## src/rtl/dacif_pkg.sv

```systemverilog
package dacif_pkg;
  localparam int DATA_W = 8;
  localparam int CODE_W = 12;
  localparam int HI_W   = CODE_W - DATA_W;
  localparam int ADDR_W = 2;
  localparam int NUM_CH = 2;
  localparam int CTRL_W = 3;
  localparam int SYNC_W = CTRL_W + ADDR_W + DATA_W;
endpackage

```

## src/rtl/dacif_sync.sv

```systemverilog
module dacif_sync #(
  parameter int          W       = 1,
  parameter int          STAGES  = 2,
  parameter logic [W-1:0] RST_VAL = '0
) (
  input  logic         clk,
  input  logic         rst_n,
  input  logic [W-1:0] d,
  output logic [W-1:0] q
);
  logic [STAGES-1:0][W-1:0] stg_q;

  always_ff @(posedge clk or negedge rst_n) begin
    if (!rst_n) begin
      for (int s = 0; s < STAGES; s++) stg_q[s] <= RST_VAL;
    end else begin
      stg_q[0] <= d;
      for (int s = 1; s < STAGES; s++) stg_q[s] <= stg_q[s-1];
    end
  end

  assign q = stg_q[STAGES-1];
endmodule

```

## src/rtl/dacif_channel.sv

```systemverilog
module dacif_channel
  import dacif_pkg::*;
(
  input  logic              clk,
  input  logic              rst_n,
  input  logic              wr_en,
  input  logic              part_hi,
  input  logic [DATA_W-1:0] wdata,
  input  logic              xfer_en,
  output logic [CODE_W-1:0] code
);
  logic [DATA_W-1:0] lo_q, lo_d;
  logic [HI_W-1:0]   hi_q, hi_d;
  logic [CODE_W-1:0] out_q, out_d;
  logic              lo_en, hi_en;

  assign lo_en = wr_en & ~part_hi;
  assign hi_en = wr_en &  part_hi;

  always_comb begin
    lo_d  = lo_q;
    hi_d  = hi_q;
    out_d = out_q;
    if (lo_en)   lo_d  = wdata;
    if (hi_en)   hi_d  = wdata[HI_W-1:0];
    if (xfer_en) out_d = {hi_q, lo_q};
  end

  always_ff @(posedge clk or negedge rst_n) begin
    if (!rst_n) begin
      lo_q  <= '0;
      hi_q  <= '0;
      out_q <= '0;
    end else begin
      lo_q  <= lo_d;
      hi_q  <= hi_d;
      out_q <= out_d;
    end
  end

  assign code = out_q;

  AST_STAGE_IDLE: assert property (@(posedge clk) disable iff (!rst_n)
    !wr_en |=> ($stable(lo_q) && $stable(hi_q)));
  AST_PART_SELECT: assert property (@(posedge clk) disable iff (!rst_n)
    (wr_en && !part_hi) |=> $stable(hi_q));
  AST_OUT_HOLD: assert property (@(posedge clk) disable iff (!rst_n)
    !xfer_en |=> $stable(out_q));
endmodule

```

## src/rtl/dacif_overlap.sv

```systemverilog
module dacif_overlap #(
  parameter int GUARD_CLKS = 4
) (
  input  logic clk,
  input  logic rst_n,
  input  logic wr_act,
  input  logic load_lvl,
  input  logic err_clr,
  output logic err
);
  localparam int CNT_W = $clog2(GUARD_CLKS + 1);
  localparam logic [CNT_W-1:0] CNT_MAX = CNT_W'(GUARD_CLKS);

  logic [CNT_W-1:0] cnt_q, cnt_d;
  logic             load_q;
  logic             err_q, err_d;
  logic             rise, early;

  assign rise  = load_lvl & ~load_q;
  assign early = wr_act | (cnt_q < CNT_MAX);

  always_comb begin
    cnt_d = cnt_q;
    if (wr_act)                cnt_d = '0;
    else if (cnt_q != CNT_MAX) cnt_d = cnt_q + 1'b1;
    err_d = err_q;
    if (err_clr)        err_d = 1'b0;
    if (rise && early)  err_d = 1'b1;
  end

  always_ff @(posedge clk or negedge rst_n) begin
    if (!rst_n) begin
      cnt_q  <= CNT_MAX;
      load_q <= 1'b1;
      err_q  <= 1'b0;
    end else begin
      cnt_q  <= cnt_d;
      load_q <= load_lvl;
      err_q  <= err_d;
    end
  end

  assign err = err_q;

  AST_ERR_STICKY: assert property (@(posedge clk) disable iff (!rst_n)
    (err && !err_clr) |=> err);
  AST_ERR_ON_OVERLAP: assert property (@(posedge clk) disable iff (!rst_n)
    ($rose(load_lvl) && wr_act) |=> err);
endmodule

```

## src/rtl/dac_dual_front.sv

```systemverilog
module dac_dual_front
  import dacif_pkg::*;
#(
  parameter int GUARD_CLKS  = 4,
  parameter int SYNC_STAGES = 2
) (
  input  logic              clk,
  input  logic              rst_n,
  input  logic              bus_cs_n,
  input  logic              bus_wr_n,
  input  logic [ADDR_W-1:0] bus_addr,
  input  logic [DATA_W-1:0] bus_data,
  input  logic              load_n,
  input  logic              err_clr,
  output logic [CODE_W-1:0] code_a,
  output logic [CODE_W-1:0] code_b,
  output logic [CODE_W-1:0] sgn_a,
  output logic [CODE_W-1:0] sgn_b,
  output logic              overlap_err
);
  localparam logic [SYNC_W-1:0] SYNC_RST = {{CTRL_W{1'b1}}, {(ADDR_W+DATA_W){1'b0}}};

  logic [SYNC_W-1:0] raw_bus, syn_bus;
  logic              cs_s, wr_s, load_s;
  logic [ADDR_W-1:0] addr_s;
  logic [DATA_W-1:0] data_s;
  logic              wr_act;
  logic [CODE_W-1:0] codes [NUM_CH];

  assign raw_bus = {bus_cs_n, bus_wr_n, load_n, bus_addr, bus_data};

  dacif_sync #(.W(SYNC_W), .STAGES(SYNC_STAGES), .RST_VAL(SYNC_RST)) u_sync (
    .clk(clk), .rst_n(rst_n), .d(raw_bus), .q(syn_bus)
  );

  assign {cs_s, wr_s, load_s, addr_s, data_s} = syn_bus;
  assign wr_act = ~cs_s & ~wr_s;

  for (genvar ch = 0; ch < NUM_CH; ch++) begin : g_ch
    logic sel;
    assign sel = wr_act & (addr_s[ADDR_W-1] == 1'(ch));
    dacif_channel u_chan (
      .clk(clk), .rst_n(rst_n), .wr_en(sel), .part_hi(addr_s[0]),
      .wdata(data_s), .xfer_en(~load_s), .code(codes[ch])
    );
  end

  dacif_overlap #(.GUARD_CLKS(GUARD_CLKS)) u_guard (
    .clk(clk), .rst_n(rst_n), .wr_act(wr_act), .load_lvl(load_s),
    .err_clr(err_clr), .err(overlap_err)
  );

  assign code_a = codes[0];
  assign code_b = codes[1];
  assign sgn_a  = {~code_a[CODE_W-1], code_a[CODE_W-2:0]};
  assign sgn_b  = {~code_b[CODE_W-1], code_b[CODE_W-2:0]};

  AST_PAIR_HOLD: assert property (@(posedge clk) disable iff (!rst_n)
    load_s |=> ($stable(code_a) && $stable(code_b)));
endmodule

```

## config.mk

```make
export PLATFORM = sky130hd
export DESIGN_NAME = dac_dual_front
export DESIGN_NICKNAME = d
export VERILOG_FILES = /design/src/rtl/dacif_pkg.sv /design/src/rtl/dacif_sync.sv /design/src/rtl/dacif_channel.sv /design/src/rtl/dacif_overlap.sv /design/src/rtl/dac_dual_front.sv
export SDC_FILE = /design/constraint.sdc
export NUM_CORES = 1
export LEC_CHECK = 0
export BUFFER_PORTS_ARGS = -buffer_cell sky130_fd_sc_hd__buf_2
export CAP_MARGIN = 30
export CELL_PAD_IN_SITES_DETAIL_PLACEMENT = 1
export CELL_PAD_IN_SITES_GLOBAL_PLACEMENT = 2
export CORE_MARGIN = 5
export CORE_UTILIZATION = 42
export CTS_BUF_LIST = sky130_fd_sc_hd__clkbuf_2 sky130_fd_sc_hd__clkbuf_4 sky130_fd_sc_hd__clkbuf_8
export CTS_CLUSTER_SIZE = 12
export DETAILED_ROUTE_END_ITERATION = 8
export GPL_TIMING_DRIVEN = 1
export PLACE_DENSITY_LB_ADDON = 0.1
export SLEW_MARGIN = 20
export SYNTH_ARGS = -nofsm -noshare
export SYNTH_HDL_FRONTEND = slang
export SYNTH_SLANG_ARGS = --single-unit
```

## constraint.sdc

```tcl
create_clock -name clk -period 4.73 [get_ports clk]
set_clock_uncertainty 0.15 [all_clocks]
set_input_delay 0.2365 -clock clk [delete_from_list [all_inputs] [get_ports clk]]
set_output_delay 0.2365 -clock clk [all_outputs]
set_load 0.05 [all_outputs]
```

==> metrics.yaml <==
clock_tree:
  clk_latency_ns: 0.34
  cts_root_buffer: "clkbuf_8"
  tritoncts: "built"
  cts.sinks: 79
  clk_path_buf_depth: 2
  cts_buffers: 9
  htree_levels: 3
  clkSlewWorstSetupHoldPaths_ns: 0.08
worst_setup_path:
  reg2reg_slack_ns: 2.97
  regToRegEndpoint: "g_ch[1].u_chan.lo_q[0]"
  criticalPathCategory: "flop to flop"
  arrival_ns: 1.83
  r2r-start: "u_sync.q[8]"
  setup.worst_path.end_class: "flop"
  crit_start: "u_sync.q[8]"
  ff2ff_path_depth: 2
  critPathMaxFanout: 8
  critPathLaunchType: "flop"
  required_ns: 4.80
sta:
  grt_setup_unrepaired: "false"
  tightestPinTransition_ns: 0.611
  fin_ws_ns: 2.97
  fin_setup_tns_ns: 0
  hold_viol: 0
  setup_viol: 0
  finalMaxSlewViolations: 0
  layout_min_cycle_time_ns: 1.76
  fmax_ghz: 0.569
  slew_headroom_pct: 59.3
  post-route-period-util_pct: 37.2
placement:
  place_ws_ns: 2.96
  gp_congestion: 0.668
  portBuffers: 64
  hpwl_um: 3470
  placed_area_um2: 3170
layout:
  n_antenna_cell: 0
  drive_gt1_share_pct: 57.6
  fin_area_um2: 3590
  nets: 259
  syn_to_final_growth_pct: 22.9
grt:
  grt_max_degree: 80
  grt_pass1_wl_um: 8600
  grtUsageTotal_pct: 12.9
  globalRouteOverflowTotal: 0
  grt_pass1_vias: 1719
  antenna_found_initial: 0
synth:
  netlist.area_leader.share_pct: 60.8
  synth_edf_count: 0
  synthTopCellsByCount: "dfrtp_1 (71), mux2_2 (48), buf_4 (23)"
  async_reset_ff_share_pct: 100
  yosysTopAreaCell: "dfrtp_1"
  yosysMostFrequentCell: "dfrtp_1"
  ys_seq_area_share_pct: 68.0
  ys_warn_count: 0
  netlist_area_um2: 2920
  synth.avg_cell_area_um2: 16.4
  synthFlopType: "dfrtp_1"
  ys_types: 20
  ys_ff_latch: 79
  synthCells: 178
  yosys-top-cells-area: "dfrtp_1 (61%), mux2_2 (19%), dfstp_2 (7.2%), buf_4 (5.9%), nor4b_4 (1.6%)"
  syn-num-nets: 196
flow_run:
  drv_cap: 0
floorplanning:
  rows: 30
  die_h_um: 93.4
  coreArea_um2: 6790
  die_area_um2: 8720
  io_pins: 65
  initial_core_util_pct: 43.0
  die_w_um: 93.4
hold_path:
  hp-start: "err_clr"
  worstHoldPathCells: 3
  min_to: "u_guard.err"
  hold_path.class: "input port to flop"
detailed_routing:
  wl_per_cell_um: 15.0
  drcViolationCount: 0
  vias: 1544
  route.antenna.remaining_nets: 0
  viasPerCell: 4.53
  drt_iter0_drc: 16
  dr.pass1.iters: 2
  drt_wl_total_um: 5130
pwr:
  ir_worst_vdd_mv: 0.249
  p_per_area_nw_per_um2: 620
  fin_total_pwr_mw: 2.22
  p_leak_nw: 1.68
outcome:
  status: "finished, final reports clean"
-- flip-flops by register name (all words and copies together), names as in the netlist --
name              cells
g_ch.u_chan.code     24
u_sync.q             13
u_sync.stg_q         13
g_ch.u_chan.lo_q     16
u_guard.cnt_q         3
u_guard.err           1
u_guard.load_q        1
g_ch.u_chan.hi_q      8
-- power breakdown --
part           total, mW  internal, mW  leakage (nW)  switching, mW
sequential         0.898         0.808         0.931         0.0904
combinational      0.718         0.200         0.620          0.519
clock              0.607         0.383         0.126          0.225
total               2.22          1.39          1.68          0.834
-- worst max-delay path, stage by stage (launching register included) --
cell     delay (ns)
dfrtp_1        0.46
nor4b_4        0.62
mux2_2         0.41
-- layout make-up --
type / instances / area (µm²)
multi-input cells: 65 / 716
flip-flops and latches: 79 / 1990
fillers: 679 / 3210
clock inverters: 3 / 90.1
inverters: 7 / 26.3
well taps: 96 / 120
repair buffers: 79 / 490
clock buffers: 12 / 159
-- layout by cell type, fill, tap and decap left out, types with 2 or more instances in the layout --
| cell | synthesis | final |
|---|---|---|
| a21oi_1 | 2 | 2 |
| buf_2 | 3 | 63 |
| bufinv_16 | 0 | 3 |
| clkbuf_8 | 0 | 11 |
| dfrtp_1 | 71 | 71 |
| dfstp_2 | 8 | 8 |
| dlygate4sd3_1 | 0 | 14 |
| ha_1 | 2 | 2 |
| inv_1 | 7 | 7 |
| mux2_2 | 48 | 48 |
| nand3_1 | 2 | 2 |
| nor4b_4 | 2 | 2 |
-- kinds of logic after synthesis --
family	count (synthesis)	share of synthesized area, %
AOI/OAI and AO/OA	8	1.89
adders and majority gates	2	0.857
muxes	48	18.5
buffers and inverters	34	7.46
and+or+nand+nor	7	3.26
DFF	79	68.0
-- how the worst max path moves through the flow --
stage / end / slack, ns
after floorplan: g_ch[1].u_chan.lo_q[0] / 3.13
after global placement: g_ch[1].u_chan.lo_q[0] / 3.03
after CTS: g_ch[1].u_chan.lo_q[0] / 2.91
final: g_ch[1].u_chan.lo_q[0] / 2.97
after detailed placement: g_ch[1].u_chan.lo_q[1] / 2.96
after global routing: g_ch[1].u_chan.lo_q[0] / 2.87
-- metrics by stage --
step	util, %	instances	hold slack [ns]
after floorplan	-	178	-0.209
after detailed placement	46.7	311	0.187
after global placement	46.7	311	0.187
after global routing	52.8	341	0.0429
final	52.8	341	0.0450
after CTS	52.4	340	0.0305
-- layer usage --
| layer | wire length, µm | vias to the layer above | GRT usage, % |
|---|---|---|---|
| met5 | 0 | - | 0 |
| met1 | 2170 | 791 | 15.9 |
| met3 | 291 | 8 | 3.38 |
| met2 | 2570 | 42 | 21.0 |
| li1 | - | 703 | - |
| met4 | 92 | 0 | 6.23 |
-- what timing repair did --
| item | in CTS | in global routing |
|---|---|---|
| setup buffers | 0 | 0 |
| gates resized for setup | 0 | 0 |
| endpoints found under the hold margin | 84 | 0 |
| hold buffers | 14 | 0 |
(Power assumes the default switching activity.)
